`config.mk`:
```
export PLATFORM = sky130hd
export DESIGN_NAME = dma_chan_ctl
export DESIGN_NICKNAME = d
export VERILOG_FILES = /design/src/rtl/dmac_pkg.sv /design/src/rtl/dmac_count.sv /design/src/rtl/dmac_ctrl.sv /design/src/rtl/dma_chan_ctl.sv
export SDC_FILE = /design/constraint.sdc
export NUM_CORES = 1
export LEC_CHECK = 0
export BUFFER_PORTS_ARGS = -buffer_cell sky130_fd_sc_hd__buf_2
export CORE_AREA = 2 2 63 65
export DETAILED_ROUTE_END_ITERATION = 8
export DIE_AREA = 0 0 65 67
export HOLD_SLACK_MARGIN = 0.02
export RECOVER_POWER = 25
export REMOVE_ABC_BUFFERS = 1
export SETUP_SLACK_MARGIN = 0.1
export SLEW_MARGIN = 10
export SYNTH_ARGS = -nofsm -noshare
export SYNTH_HDL_FRONTEND = slang
export SYNTH_SLANG_ARGS = --single-unit
export TNS_END_PERCENT = 10
```
`constraint.sdc`:
```
create_clock -name clk -period 1.8 [get_ports clk]
set_input_delay 0.09 -clock clk [delete_from_list [all_inputs] [get_ports clk]]
set_output_delay 0.09 -clock clk [all_outputs]
set_load 0.01 [all_outputs]
```
`src/rtl/dmac_pkg.sv`:
```
package dmac_pkg;
  localparam logic ADDR_CTRL = 1'b0;
  localparam logic ADDR_CNT  = 1'b1;
  localparam int EN_BIT   = 0;
  localparam int DONE_BIT = 1;
  localparam int IE_BIT   = 2;
  localparam int CTRL_W   = 3;

  typedef struct packed {
    logic load;
    logic dec;
  } cntCmd_t;
endpackage

```
`src/rtl/dmac_count.sv`:
```
module dmac_count
  import dmac_pkg::*;
#(
  parameter int CNT_W = 8
) (
  input  logic             clk,
  input  logic             rstN,
  input  cntCmd_t          cmd,
  input  logic [CNT_W-1:0] loadVal,
  output logic [CNT_W-1:0] count,
  output logic             nonZero,
  output logic             lastOne
);
  localparam logic [CNT_W-1:0] ONE = CNT_W'(1);

  always_ff @(posedge clk or negedge rstN) begin
    if (!rstN) count <= '0;
    else if (cmd.load) count <= loadVal;
    else if (cmd.dec) count <= count - ONE;
  end

  assign nonZero = (count != '0);
  assign lastOne = (count == ONE);
endmodule

```
`src/rtl/dmac_ctrl.sv`:
```
module dmac_ctrl
  import dmac_pkg::*;
(
  input  logic              clk,
  input  logic              rstN,
  input  logic              standby,
  input  logic              regWrEn,
  input  logic              regRdEn,
  input  logic              regAddr,
  input  logic [CTRL_W-1:0] ctrlWrBits,
  input  logic              autoMode,
  input  logic              extReq,
  input  logic              masterEn,
  input  logic              nmiFlag,
  input  logic              addrErr,
  input  logic              cntNonZero,
  input  logic              cntLastOne,
  output cntCmd_t           cmd,
  output logic              xferStrobe,
  output logic              chanEn,
  output logic              xferDone,
  output logic              ieBit,
  output logic              irq
);
  logic ctrlWr, ctrlRd, readSeen, extPrev, permit, reqOk, finish;

  assign ctrlWr   = regWrEn && (regAddr == ADDR_CTRL);
  assign ctrlRd   = regRdEn && (regAddr == ADDR_CTRL);
  assign cmd.load = regWrEn && (regAddr == ADDR_CNT);

  assign permit = chanEn && !xferDone && masterEn && !nmiFlag && !addrErr && cntNonZero;
  assign reqOk  = autoMode ? 1'b1 : (extReq && !extPrev);
  assign xferStrobe = permit && reqOk;
  assign cmd.dec    = xferStrobe && !cmd.load;
  assign finish     = cmd.dec && cntLastOne;

  always_ff @(posedge clk or negedge rstN) begin
    if (!rstN) begin
      chanEn   <= 1'b0;
      xferDone <= 1'b0;
      ieBit    <= 1'b0;
      readSeen <= 1'b0;
      extPrev  <= 1'b0;
    end else begin
      extPrev <= extReq;
      if (standby) begin
        chanEn   <= 1'b0;
        xferDone <= 1'b0;
        readSeen <= 1'b0;
      end else begin
        if (ctrlWr) begin
          chanEn   <= ctrlWrBits[EN_BIT];
          ieBit    <= ctrlWrBits[IE_BIT];
          readSeen <= 1'b0;
        end else if (ctrlRd && xferDone) begin
          readSeen <= 1'b1;
        end
        if (finish) xferDone <= 1'b1;
        else if (ctrlWr && readSeen && !ctrlWrBits[DONE_BIT]) xferDone <= 1'b0;
      end
    end
  end

  assign irq = xferDone && ieBit;
endmodule

```
`src/rtl/dma_chan_ctl.sv`:
```
module dma_chan_ctl
  import dmac_pkg::*;
#(
  parameter int DATA_W = 8,
  parameter int CNT_W  = 8
) (
  input  logic              clk,
  input  logic              rstN,
  input  logic              standby,
  input  logic              regWrEn,
  input  logic              regRdEn,
  input  logic              regAddr,
  input  logic [DATA_W-1:0] regWrData,
  output logic [DATA_W-1:0] regRdData,
  input  logic              autoMode,
  input  logic              extReq,
  input  logic              masterEn,
  input  logic              nmiFlag,
  input  logic              addrErr,
  output logic              xferStrobe,
  output logic              chanEn,
  output logic              xferDone,
  output logic              irq
);
  cntCmd_t          cmd;
  logic [CNT_W-1:0] count;
  logic             nonZero, lastOne, ieBit;

  dmac_ctrl u_ctrl (
    .clk(clk), .rstN(rstN), .standby(standby),
    .regWrEn(regWrEn), .regRdEn(regRdEn), .regAddr(regAddr),
    .ctrlWrBits(regWrData[CTRL_W-1:0]),
    .autoMode(autoMode), .extReq(extReq), .masterEn(masterEn),
    .nmiFlag(nmiFlag), .addrErr(addrErr),
    .cntNonZero(nonZero), .cntLastOne(lastOne),
    .cmd(cmd), .xferStrobe(xferStrobe), .chanEn(chanEn),
    .xferDone(xferDone), .ieBit(ieBit), .irq(irq)
  );

  dmac_count #(.CNT_W(CNT_W)) u_count (
    .clk(clk), .rstN(rstN), .cmd(cmd),
    .loadVal(regWrData[CNT_W-1:0]),
    .count(count), .nonZero(nonZero), .lastOne(lastOne)
  );

  always_comb begin
    regRdData = '0;
    if (regAddr == ADDR_CTRL) begin
      regRdData[EN_BIT]   = chanEn;
      regRdData[DONE_BIT] = xferDone;
      regRdData[IE_BIT]   = ieBit;
    end else begin
      regRdData[CNT_W-1:0] = count;
    end
  end
endmodule

```
Word-level counts from Yosys, hierarchy flattened --
Cells that the tools add are included.
Operators by class: add/subtract/negate cells 1, eq/ne operators 1, mux-type cells 13, bitwise logic cells 2, reductions and logical operators 28
Operators by type and width (number):
- $logic_and 1x1->1 | 16
- $mux 8 | 2
- $mux 1 | 9
- $eq 8x1->1 const B | 1
- $reduce_bool 8->1 | 1
- $sub 8x1->8 const B | 1
- $logic_not 1->1 | 6
- $reduce_bool 3->1 | 2
- $mux 5 | 1
- $reduce_bool 2->1 | 2
- $mux 3 | 1
- $not 1->1 | 2
- $reduce_and 2->1 | 1
Storage, ports and cells: bits in registers 13, input port bits 19, output and inout bits 12, word-level logic and storage cells 51

Longest topological paths before layout --
depth after elaboration 11, mapped depth 7

Hierarchy --
A second synthesis with hierarchy kept.
Second synthesis, totals: cells, all modules 86, area total of the unflattened synthesis 819.5 um^2
Modules (own cells, without submodules):
- dmac_count | times used 1, cells an instance 53, area each 479.2 um^2
- dmac_ctrl | times used 1, cells an instance 25, area each 269.0 um^2
- dma_chan_ctl | times used 1, cells an instance 8, area each 71.3 um^2

Worst setup path after synthesis --
Ideal clock, no wire load.
path kind register -> register, start point register u_count.count[0], end point register u_count.count[4], data arrival time 1.895 ns, data required time 1.718 ns, setup slack -0.177 ns, cell stages (with the launch flop) 8, path buffers 1, period minus slack after synthesis 1.977 ns, path through dfrtp_1 inv_1 ha_1 nor3b_1 and2_1 clkbuf_1 or4_2 a31oi_1
On the way: cells in the longest elaborated chain, start to end 5, elaborated cells on any way between the ends 8, those cells by class add/sub (1); mux (2); reduce/logical (5)
Ends and longest elaborated chain:
- from (decl) | RTL line dmac_count.sv:10 | output logic [CNT_W-1:0] count,
- from (signal assigned) | RTL line dmac_count.sv:18 | else if (cmd.load) count <= loadVal;
- from (signal assigned) | RTL line dmac_count.sv:19 | else if (cmd.dec) count <= count - ONE;
- parallel branches: the longest is 5 deep, another holds $sub 8x1->8
Several ways; the timed one is not identified. The select of a mux whose other input is x is not followed. A chain may end at the register's enable or synchronous reset.

Worst setup path in the final report --
start point register u_count.count[4], end point register u_ctrl.xferDone
On the way: cells in the longest elaborated chain, start to end 7, elaborated cells on any way between the ends 9, those cells by class eq/ne (1); mux (2); reduce/logical (6)
Ends and longest elaborated chain:
- $reduce_bool 8->1 | RTL line dmac_count.sv:22 | assign nonZero = (count != '0);
- $logic_and 1x1->1 | RTL line dmac_ctrl.sv:31 | assign permit = chanEn && !xferDone && masterEn && !nmiFlag && !addrErr && cntNonZero;
- $logic_and 1x1->1 | RTL line dmac_ctrl.sv:33 | assign xferStrobe = permit && reqOk;
- $logic_and 1x1->1 | RTL line dmac_ctrl.sv:34 | assign cmd.dec = xferStrobe && !cmd.load;
- $logic_and 1x1->1 * | RTL line dmac_ctrl.sv:35 | assign finish = cmd.dec && cntLastOne;
- $mux 1 | RTL line dmac_ctrl.sv:58 | if (finish) xferDone <= 1'b1;
- $mux 1 | RTL line dmac_ctrl.sv:46 | if (standby) begin
- to (signal assigned) | RTL line dmac_ctrl.sv:48 | xferDone <= 1'b0;
- to (signal assigned) | RTL line dmac_ctrl.sv:58
- to (signal assigned) | RTL line dmac_ctrl.sv:59 | else if (ctrlWr && readSeen && !ctrlWrBits[DONE_BIT]) xferDone <= 1'b0;
- to (decl) | RTL line dmac_ctrl.sv:21 | output logic xferDone,
Every way passes the cells marked *; elsewhere a longest branch is shown, timed or not.

==> results.json <==
{
  "cts_tree": "done",
  "via_per_inst": 4.96,
  "core_area_um2": 3610,
  "h-tree-depth": 1,
  "multi_input_area_um2": 538,
  "gp_congestion": 0.864,
  "required_ns": 1.97,
  "dp_hpwl_mm": 2.10,
  "power.density_nw_per_um2": 673,
  "crit_path_max_fanout": 3,
  "io_pins": 31,
  "path_class": "flip-flop to flip-flop",
  "rr_startpoint": "u_count.count[4]",
  "drt_iter0_drc": 30,
  "r2r-end": "u_ctrl.xferDone",
  "syn_area_um2": 880,
  "cts_root_buf": "clkbuf_8",
  "async_reset_ff_frac": 1.00,
  "cts_buffer_depth": 2,
  "numCtsBuffers": 3,
  "synth_top_flop_cell": "dfrtp_1",
  "synth-seq-area-share": 0.370,
  "synth_area_leaders": "dfrtp_1 37%, a31oi_1 5.7%, mux2_2 5.1%",
  "netlist.area_leader.share": 0.370,
  "setup_viol": 3,
  "slowest_delay_ns": 0.54,
  "finalCriticalPeriod_ns": 1.89,
  "startpoint": "u_count.count[4]",
  "violations": "setup timing",
  "path_clk_slew_ns": 0.06,
  "final-hold-violation-count": 0,
  "cp.buffers_inverters": 0,
  "die_area_um2": 4360,
  "drcViolationCount": 0,
  "vdd_drop_max_mv": 0.252,
  "synthToLayoutAreaGrowth_pct": 47.2,
  "avgSynthCellArea_um2": 8.98,
  "grt_start_max_net_pins": 16,
  "crit_slowest_cell": "or4_4",
  "synth-edff-count": 0,
  "fp.dieW_um": 65,
  "clock_latency_ns": 0.25,
  "crit_top_cell": "or4_4",
  "hold-worst-slack_ns": 0.0536,
  "area.sequential_um2": 325,
  "synth_most_common_cell": "dfrtp_1",
  "rows": 22,
  "total_power_uw": 871,
  "synth_common_cells": "13 x dfrtp_1, 12 x nor2_1, 8 x a31oi_1, 7 x and2_1",
  "ant_nets": 0,
  "final_max_slew_viol_count": 0,
  "path_cells": "or4_4 -> or3_1 -> or4_4 -> a21oi_2",
  "worst_pin_slew_ns": 0.755,
  "ys_warn_count": 0,
  "setup.worst_path.end_class": "flip-flop",
  "fin_crit_sh": 1.05,
  "clock.fmax_mhz": 530,
  "clock-sinks": 13,
  "maxCapViolCount": 0,
  "grt_first_pass_wirelength_mm": 4.48,
  "wire_per_inst_um": 14.1,
  "hp-class": "primary input to flip-flop",
  "endpoint": "u_ctrl.xferDone",
  "cp.arrival_ns": 2.06,
  "hp-start": "standby",
  "critical_path.top_delay_family": "simple AND/OR/NAND/NOR gates",
  "rsz0062_at_grt": "true",
  "crit_cells": 4,
  "skew_ns": 0.00514,
  "ys_seq_elements": 13,
  "finalWorstSetupSlack_ns": -0.0863,
  "grt_pass1_vias": 978,
  "grtUsageTotal": 0.134,
  "layout-drive-gt1-share": 0.456,
  "leakage_uw": 0.000584,
  "r2r_setup_slack_ns": -0.09,
  "synth_top_cell_by_area": "dfrtp_1",
  "antenna_cells": 0,
  "startpoint_type": "flip-flop",
  "slew_headroom": 0.497,
  "finalNetCount": 172,
  "port_buffers": 30,
  "die_h_um": 67,
  "ff2ff_path_depth": 4,
  "finalWirelength_mm": 2.79,
  "synth_cell_types": 32,
  "antenna_found_initial": 0,
  "grt_overflow_total": 0,
  "vias": 977,
  "synth_cells": 98,
  "first_pass_iters": 4,
  "status": "finished, violations left",
  "nFillCells": 390,
  "initial_core_util": 0.244
}
==> logic make-up after synthesis <==
group | Yosys count | share of synthesized area
multiplexers | 5 | 0.0626
AND/OR/NAND/NOR | 47 | 0.309
adder cells (fa/ha/maj) | 3 | 0.0427
flip-flops | 13 | 0.370
AO/OA/AOI/OAI | 22 | 0.171
buffers and inverters | 8 | 0.0455
==> area by class of cell <==
| class | instances | area share |
|---|---|---|
| clock buffers | 4 | 0.0348 |
| inverters | 4 | 0.0116 |
| multi-input cells | 77 | 0.415 |
| flip-flops and latches | 13 | 0.251 |
| well taps | 48 | 0.0464 |
| repair buffers | 51 | 0.241 |
==> through the flow <==
step | area [um^2] | TNS [ns] | std cells | utilization | setup slack [ns]
finish | 1290 | -0.204 | 197 | 0.359 | -0.0863
global route | 1290 | -0.423 | 197 | 0.359 | -0.158
CTS | 1270 | -0.201 | 197 | 0.354 | -0.0875
global placement | 1210 | -0.255 | 191 | 0.335 | -0.104
floorplan | 855 | -0.308 | 94 | - | -0.110
detailed placement | 1210 | -0.382 | 191 | 0.335 | -0.161
==> worst reg2reg max path: stages, from the launching register on <==
cell     delay, ns
dfrtp_1       0.38
or4_4         0.54
or3_1         0.31
or4_4         0.43
a21oi_2       0.15
==> cell usage in the layout, fill, tap and decap left out, types with 2 or more instances in the layout <==
master / synthesis / routed
clkbuf_8: 1 / 3
a31oi_1: 8 / 8
or3_1: 4 / 4
and2_1: 7 / 6
dfrtp_1: 13 / 13
nor2_1: 12 / 12
inv_1: 4 / 2
or4_4: 1 / 2
ha_1: 3 / 3
dlygate4sd3_1: 0 / 2
o31ai_1: 6 / 6
buf_4: 0 / 19
nand4b_1: 2 / 2
nand2_1: 6 / 6
o21ai_0: 2 / 2
inv_2: 0 / 2
buf_2: 0 / 29
clkbuf_1: 3 / 2
or4_1: 4 / 3
mux2_2: 4 / 4
==> worst min path at each step <==
stage / to / slack, ns / cells past startpoint
2_1_floorplan: u_count.count[0] / -0.21 / 0
3_3_place_gp: u_ctrl.chanEn / -0.0002 / 1
3_5_place_dp: u_ctrl.xferDone / 0.0005 / 1
4_1_cts: u_ctrl.xferDone / 0.05 / 2
5_1_grt: u_ctrl.xferDone / 0.05 / 2
6_report: u_ctrl.xferDone / 0.05 / 2
==> state kept, by name, indices dropped and copies added, names as in the netlist <==
name and cells:
u_ctrl.extPrev 1, u_ctrl.xferDone 1, u_ctrl.chanEn 1, u_ctrl.ieBit 1
u_count.count 8, u_ctrl.readSeen 1
==> where the power goes <==
group	switching (uW)	internal, uW
Clock	115	157
Sequential	24.5	322
Combinational	124	129
Total	264	608
==> layer usage <==
layer	vias to the layer above	GRT usage	share of wire
met5	-	0	0
met4	0	0.0213	0.0029
li1	469	-	-
met3	2	0.0321	0.059
met1	472	0.168	0.46
met2	34	0.235	0.48
==> repair_timing <==
action	CTS	global route
hold buffers	2	0
setup buffers	0	0
endpoints found under the setup margin	6	6
resized for setup	4	5
endpoints found under the hold margin	14	0
pin swaps	5	3
Power figures use the tool's default switching activity.
